$ cat src/rtl/cap_tmr_pkg.sv
package cap_tmr_pkg;
  // strobes from control to datapath for one clock
  typedef struct packed {
    logic clrCnt;   // load zero this edge
    logic incEn;    // add one this edge (ignored when clrCnt)
  } cntCtl_t;
endpackage

$ cat src/rtl/cap_tmr_ctl.sv
module cap_tmr_ctl
  import cap_tmr_pkg::*;
#(
  parameter int SEL_W = 5
) (
  input  logic             clk,
  input  logic             rst_n,
  input  logic             tmrTick,
  input  logic             syncIn,
  input  logic [SEL_W-1:0] srcSel,
  input  logic             trigMode,
  input  logic             cascEn,
  input  logic             cascIn,
  input  logic             modOn,
  input  logic             swSetRun,
  input  logic             swClrRun,
  output logic             runStat,
  output cntCtl_t          ctl
);
  logic syncPrev;
  logic srcValid;
  logic riseSeen;
  logic runNext;
  logic carryOk;
  logic syncHold;

  assign srcValid = |srcSel;
  assign riseSeen = srcValid & syncIn & ~syncPrev;
  assign carryOk  = ~cascEn | cascIn;
  assign syncHold = ~trigMode & srcValid & syncIn & tmrTick;

  always_comb begin
    if (!modOn || !trigMode)        runNext = 1'b0;
    else if (swClrRun)              runNext = 1'b0;
    else if (swSetRun || riseSeen)  runNext = 1'b1;
    else                            runNext = runStat;
  end

  always_ff @(posedge clk or negedge rst_n) begin
    if (!rst_n) begin
      syncPrev <= 1'b0;
      runStat  <= 1'b0;
    end else begin
      syncPrev <= syncIn;
      runStat  <= runNext;
    end
  end

  always_comb begin
    ctl.clrCnt = ~modOn | (trigMode & (swClrRun | ~runStat)) | syncHold;
    ctl.incEn  = tmrTick & carryOk & (~trigMode | runStat);
  end

  // a qualified rising edge starts the run latch
  a_r5_edge_sets: assert property (@(posedge clk) disable iff (!rst_n)
    (modOn && trigMode && srcValid && syncIn && !syncPrev && !swClrRun) |=> runStat);

  // software clear always wins
  a_r6_clr_wins: assert property (@(posedge clk) disable iff (!rst_n)
    swClrRun |=> !runStat);

  // latch unused outside trigger mode
  a_r3_latch_idle: assert property (@(posedge clk) disable iff (!rst_n)
    !trigMode |=> !runStat);
endmodule

$ cat src/rtl/cap_tmr_dp.sv
module cap_tmr_dp
  import cap_tmr_pkg::*;
#(
  parameter int CNT_W = 16
) (
  input  logic             clk,
  input  logic             rst_n,
  input  cntCtl_t          ctl,
  input  logic             modOn,
  output logic [CNT_W-1:0] count,
  output logic             cascOut
);
  localparam logic [CNT_W-1:0] TOP_VAL = {CNT_W{1'b1}};
  localparam logic [CNT_W-1:0] ONE_VAL = {{(CNT_W-1){1'b0}}, 1'b1};

  always_ff @(posedge clk or negedge rst_n) begin
    if (!rst_n)          count <= '0;
    else if (ctl.clrCnt) count <= '0;
    else if (ctl.incEn)  count <= count + ONE_VAL;
  end

  assign cascOut = modOn & (count == TOP_VAL);

  // wrap from all ones to zero
  a_r1_wrap: assert property (@(posedge clk) disable iff (!rst_n)
    (ctl.incEn && !ctl.clrCnt && count == TOP_VAL) |=> count == '0);

  // no strobe, no movement
  a_r1_hold: assert property (@(posedge clk) disable iff (!rst_n)
    (!ctl.incEn && !ctl.clrCnt) |=> $stable(count));
endmodule

$ cat src/rtl/cap_time_base.sv
module cap_time_base
  import cap_tmr_pkg::*;
#(
  parameter int CNT_W = 16,
  parameter int SEL_W = 5
) (
  input  logic             clk,
  input  logic             rst_n,
  input  logic             tmrTick,
  input  logic             syncIn,
  input  logic [SEL_W-1:0] srcSel,
  input  logic             trigMode,
  input  logic             cascEn,
  input  logic             cascIn,
  input  logic             modOn,
  input  logic             swSetRun,
  input  logic             swClrRun,
  output logic [CNT_W-1:0] count,
  output logic             runStat,
  output logic             cascOut
);
  cntCtl_t ctl;

  cap_tmr_ctl #(.SEL_W(SEL_W)) ctl_i (
    .clk(clk), .rst_n(rst_n), .tmrTick(tmrTick), .syncIn(syncIn),
    .srcSel(srcSel), .trigMode(trigMode), .cascEn(cascEn), .cascIn(cascIn),
    .modOn(modOn), .swSetRun(swSetRun), .swClrRun(swClrRun),
    .runStat(runStat), .ctl(ctl)
  );

  cap_tmr_dp #(.CNT_W(CNT_W)) dp_i (
    .clk(clk), .rst_n(rst_n), .ctl(ctl), .modOn(modOn),
    .count(count), .cascOut(cascOut)
  );

  // off clears counter and latch
  a_r10_off_clears: assert property (@(posedge clk) disable iff (!rst_n)
    !modOn |=> (count == '0 && !runStat));

  // idle latch holds counter at zero
  a_r4_held_idle: assert property (@(posedge clk) disable iff (!rst_n)
    (modOn && trigMode && !runStat) |=> count == '0);

  // tick under sync level clears
  a_r2_sync_clear: assert property (@(posedge clk) disable iff (!rst_n)
    (modOn && !trigMode && (|srcSel) && syncIn && tmrTick) |=> count == '0);

  // carry out only while on
  a_r8_casc_off: assert property (@(posedge clk) disable iff (!rst_n)
    !modOn |-> !cascOut);
endmodule

$ cat config.mk
export PLATFORM = sky130hd
export DESIGN_NAME = cap_time_base
export DESIGN_NICKNAME = d
export VERILOG_FILES = /design/src/rtl/cap_tmr_pkg.sv /design/src/rtl/cap_tmr_ctl.sv /design/src/rtl/cap_tmr_dp.sv /design/src/rtl/cap_time_base.sv
export SDC_FILE = /design/constraint.sdc
export NUM_CORES = 1
export LEC_CHECK = 0
export ABC_AREA = 1
export BUFFER_PORTS_ARGS = -buffer_cell sky130_fd_sc_hd__buf_4
export CAP_MARGIN = 20
export CORE_UTILIZATION = 49
export DETAILED_ROUTE_END_ITERATION = 10
export PLACE_DENSITY_LB_ADDON = 0.1
export SLEW_MARGIN = 10
export SYNTH_ARGS = -nofsm -noshare
export SYNTH_HDL_FRONTEND = slang
export SYNTH_SLANG_ARGS = --single-unit
$ cat constraint.sdc
create_clock -name clk -period 2.5 [get_ports clk]
set_clock_uncertainty 0.2 [all_clocks]
set_input_delay 0.125 -clock clk [delete_from_list [all_inputs] [get_ports clk]]
set_output_delay 0.125 -clock clk [all_outputs]
set_load 0.02 [all_outputs]
Word-level counts from Yosys, hierarchy flattened
Cells that the tools add are included.
- logic and storage cells: 36
- bits in registers: 18
- output and inout port bits: 18
- equal/unequal tests: 1
- mux-type cells: 5
- bitwise operators: 19
- reductions and logical operators: 7
- $add $sub $neg: 1
- operators by type and width (operator ; number):
    $mux 16 ; 2
    $add 16x1->16 const B ; 1
    $eq 16x16->1 const B ; 1
    $and 1x1->1 ; 9
    $not 1->1 ; 5
    $or 1x1->1 ; 5
    $reduce_or 5->1 ; 1
    $mux 1 ; 3
    $reduce_bool 3->1 ; 1
    $logic_not 1->1 ; 2
    $logic_or 1x1->1 ; 2
    $reduce_bool 2->1 ; 1

Depth between registers and ports, before layout
- word-level depth: 7
- mapped depth: 9
- depth with buffers taken out: 9

By module
A second synthesis with hierarchy kept.
- cells, all modules: 148
- area total of the unflattened synthesis: 1071.0 um^2
- modules (own cells, without submodules) (module ; instances ; area each (um^2) ; cells an instance ; seq. area each (um^2)):
    cap_tmr_dp ; 1 ; 934.6 ; 127 ; 400.4
    cap_tmr_ctl ; 1 ; 136.4 ; 21 ; 50.0

Worst setup path after synthesis
OpenSTA, ideal clock, no wires.
- path type: register -> output
- start: register dp_i.count[0]
- end: output port cascOut
- cell stages (with the launch flop): 6
- data arrival time: 1.497 ns
- slack: 0.678 ns
- path through: dfrtp_1 -> ha_1 -> nand3_1 -> nor2_4 -> inv_2 -> nor3_1
- word-level cells in the longest chain between the ends: 2
- RTL lines (element ; RTL line ; text):
    from (decl) ; cap_tmr_dp.sv:10 ; output logic [CNT_W-1:0] count,
    from (signal assigned) ; cap_tmr_dp.sv:19 ; else if (ctl.incEn) count <= count + ONE_VAL;
    $eq 16x16->1 ; cap_tmr_dp.sv:22 ; assign cascOut = modOn & (count == TOP_VAL);
    $and 1x1->1 ; cap_tmr_dp.sv:22 ;
    to (decl) ; cap_time_base.sv:20 ; output logic cascOut
Every way passes these cells.

Worst setup path after layout
- start: input port swClrRun
- end: register ctl_i.runStat
- word-level cells in the longest chain between the ends: 2
- RTL lines (element ; RTL line ; text):
    from (decl) ; cap_time_base.sv:17 ; input logic swClrRun,
    $mux 1 ; cap_tmr_ctl.sv:34 ; else if (swClrRun) runNext = 1'b0;
    $mux 1 ; cap_tmr_ctl.sv:33 ; if (!modOn || !trigMode) runNext = 1'b0;
    to (signal assigned) ; cap_tmr_ctl.sv:45 ; runStat <= runNext;
    to (decl) ; cap_tmr_ctl.sv:17 ; output logic runStat,
Parallel ways exist; a longest one is shown, timed or not.
A chain may end at the register's enable or synchronous reset.

==> results.toml <==
[status]
status = "complete, no violations"

[sta]
rsz0062_at_grt = "false"
hold_viol = 0
slew_viol_final = 0
timing.fmax_ghz = 0.4738
period_share = 0.8442
tns_ns = 0
slew_headroom = 0.7286
worstMarginPinSlew_ns = 0.4061
setup_viol = 0
fin_crit_ns = 2.110

[setup_path]
rr_worst_depth = 8
timing.rr.start = "ctl_i.runStat$_DFFE_PN0P_"
worst-setup-path-type = "in2reg"
cp_max_fo = 2
crit_required_ns = 2.54
crit_end = "ctl_i.runStat$_DFFE_PN0P_"
crit_path_cell_trace = "dlygate4sd3_1, buf_4, nor2_1, dlygate4sd3_1, nand2_1, dlygate4sd3_1, a21oi_1"
slowest_delay_ns = 0.55
cp_common_cell = "dlygate4sd3_1"
crit_buf_inv = 4
start_kind = "input port"
crit_start = "swClrRun"
slowest_stage = "dlygate4sd3_1"
r2r-end = "dp_i.count[10]$_DFFE_PN0P_"
critPathArrivalTime_ns = 2.15
rrSetupSlack_ns = 0.83
worstSetupEndpointType = "flop"
path_depth = 7
path_delay_family = "buffers and inverters"

[logic_synthesis]
synth-seq-cells = 18
synth_cells = 146
yosys.cell_types.count = 24
synthMuxAreaShare = 0
yosys.area_share.simple = 0.4279
ys.warnings.count = 0
synth_compound_area_frac = 0.02477
avgSynthCellArea_sq_um = 7.610
synth_xor_area_frac = 0.04730
syn_area_sq_um = 1111
synth_nets = 162
ys_seq_area_frac = 0.4054
synth_top_family_by_area = "simple AND/OR/NAND/NOR gates"
synth_fa_ha_area_frac = 0.01126

[place]
routabilityCongestion = 0.8853
io_buffer_count = 32
dp_hpwl_mm = 1.922

[cells_and_area]
multi_input_area_sq_um = 568.0
nets = 204
drive_gt1_frac = 0.3048
synthToLayoutAreaGrowth_pct = 32.88
finish.utilization = 0.7230
regArea_sq_um = 450.4
n_fill_cell = 177
num_antenna_cells = 0

[die]
core.rowCount = 16
dieWidth_um = 49.62
core-area_sq_um = 2042
start_util = 0.5441
dieArea_sq_um = 2462
die_y_um = 49.62
io_pins = 33

[routing]
vias_per_cell = 5.009
num_vias = 1072
wire_per_inst_um = 11.59
drc = 0
first_iter_violations = 27
ant_nets = 0
drt-total-wl_mm = 2.481
dr.pass1.iters = 6

[power]
power.leakage_nw = 0.6726
ir_worst_vdd_v = 0.0003782
power_density_nw_per_um2 = 367.5

[global_route]
overflow = 0
grt_pass1_vias = 1028
antenna_found_initial = 0
grt_max_degree = 19
grtUsageTotal = 0.2322
grt_pass1_wl_mm = 4.271

[clocking]
cts.sinks = 18
clock_path_buffers = 2
cts_made_buffers = 3
clock_latency_ns = 0.30
cts.clk_slew.worst_paths_ns = 0.11
cts_tree = "built"
h-tree-depth = 1
cts_root_buf = "clkbuf_4"

[run]
drv_cap = 0

[min_path]
hp-class = "in2async"
[cells by family (layout without fill, tap and decap cells)]
| kind of cell | count (synthesis) | in the layout |
|---|---|---|
| adders and majority gates | 1 | 1 |
| AOI/OAI and AO/OA | 5 | 5 |
| and+or+nand+nor | 96 | 96 |
| DFF | 18 | 18 |
| buffers and inverters | 20 | 61 |
| xor gates and xnor gates | 6 | 6 |
[power by group]
group | leakage, nW | switching [W] | total (W) | internal, W
clock | 0.0210 | 0.0000960 | 0.000185 | 0.0000889
combinational | 0.403 | 0.0000322 | 0.0000637 | 0.0000314
sequential | 0.249 | 0.00000120 | 0.000294 | 0.000293
total | 0.673 | 0.000129 | 0.000543 | 0.000413
[placed cells by master, fill, tap and decap left out, types with 4 or more instances in the layout]
cell,n
nand2_1,33
buf_4,32
nor2_1,31
dfrtp_1,18
inv_1,14
nand3_1,8
dlygate4sd3_1,6
nor2_4,5
nand2_2,5
xor2_1,4
[flip-flops by register name (all words and copies together), names as in the netlist]
signal / cells
ctl_i.syncPrev: 1
dp_i.count: 16
ctl_i.runStat: 1
[layout make-up]
type                    instances  share of cell area
clock buffers                   4             0.02458
inverters                      19             0.05932
multi-input cells             108              0.3847
flip-flops and latches         18              0.3051
well taps                      27             0.02288
repair buffers                 38              0.2034
[through the flow]
step                instance area [sq um]  std cells  setup slack (ns)  power [W]  hold slack [ns]
floorplan                            1111        146            0.6782  0.0003259          -0.3706
global placement                     1380        204            0.9061  0.0003546          -0.1931
detailed placement                   1380        204            0.8525  0.0003568          -0.1875
CTS                                  1476        214            0.4104  0.0005456          0.02295
global route                         1476        214            0.2832  0.0005640          0.03983
finish                               1476        214            0.3896  0.0005426         0.008672
[cells in the mapped netlist]
cell type	instances	area, sq um
nand2_1	33	123.9
nor2_1	31	116.4
dfrtp_1	18	450.4
inv_1	14	52.55
nand3_1	8	40.04
nand2_2	5	31.28
nor2_4	5	56.30
xor2_1	4	35.03
a21oi_1	3	15.01
inv_2	3	11.26
nand4_1	3	18.77
nor2_2	3	18.77
nor3_1	3	15.01
nand3b_1	2	15.01
xnor2_1	2	17.52
buf_2	1	5.000
bufinv_8	1	17.52
ha_1	1	12.51
inv_4	1	6.260
nand3_2	1	10.01
nand3_4	1	17.52
nor3b_2	1	12.51
o21ai_1	1	5.000
o21bai_1	1	7.510
[timing repair]
item | 4_1_cts | 5_1_grt
setup buffers | 0 | 0
resized for setup | 0 | 0
hold buffers | 6 | 0
hold endpoints to repair | 20 | 0
[routing by layer]
layer	routed length, um	global-route usage	vias to the layer above
li1	-	-	534
met1	1027	0.2711	504
met4	47	0.1000	0
met5	0	0	-
met3	103	0.03704	6
met2	1302	0.4144	28
[worst min-delay path by stage]
stage               start                         end  cells past startpoint
floorplan           rst_n   ctl_i.runStat$_DFFE_PN0P_                      0
global placement    rst_n  dp_i.count[15]$_DFFE_PN0P_                      1
detailed placement  rst_n  dp_i.count[15]$_DFFE_PN0P_                      1
CTS                 rst_n  dp_i.count[15]$_DFFE_PN0P_                      2
global route        rst_n   dp_i.count[6]$_DFFE_PN0P_                      2
finish              rst_n  dp_i.count[15]$_DFFE_PN0P_                      2
(Power assumes the default switching activity.)
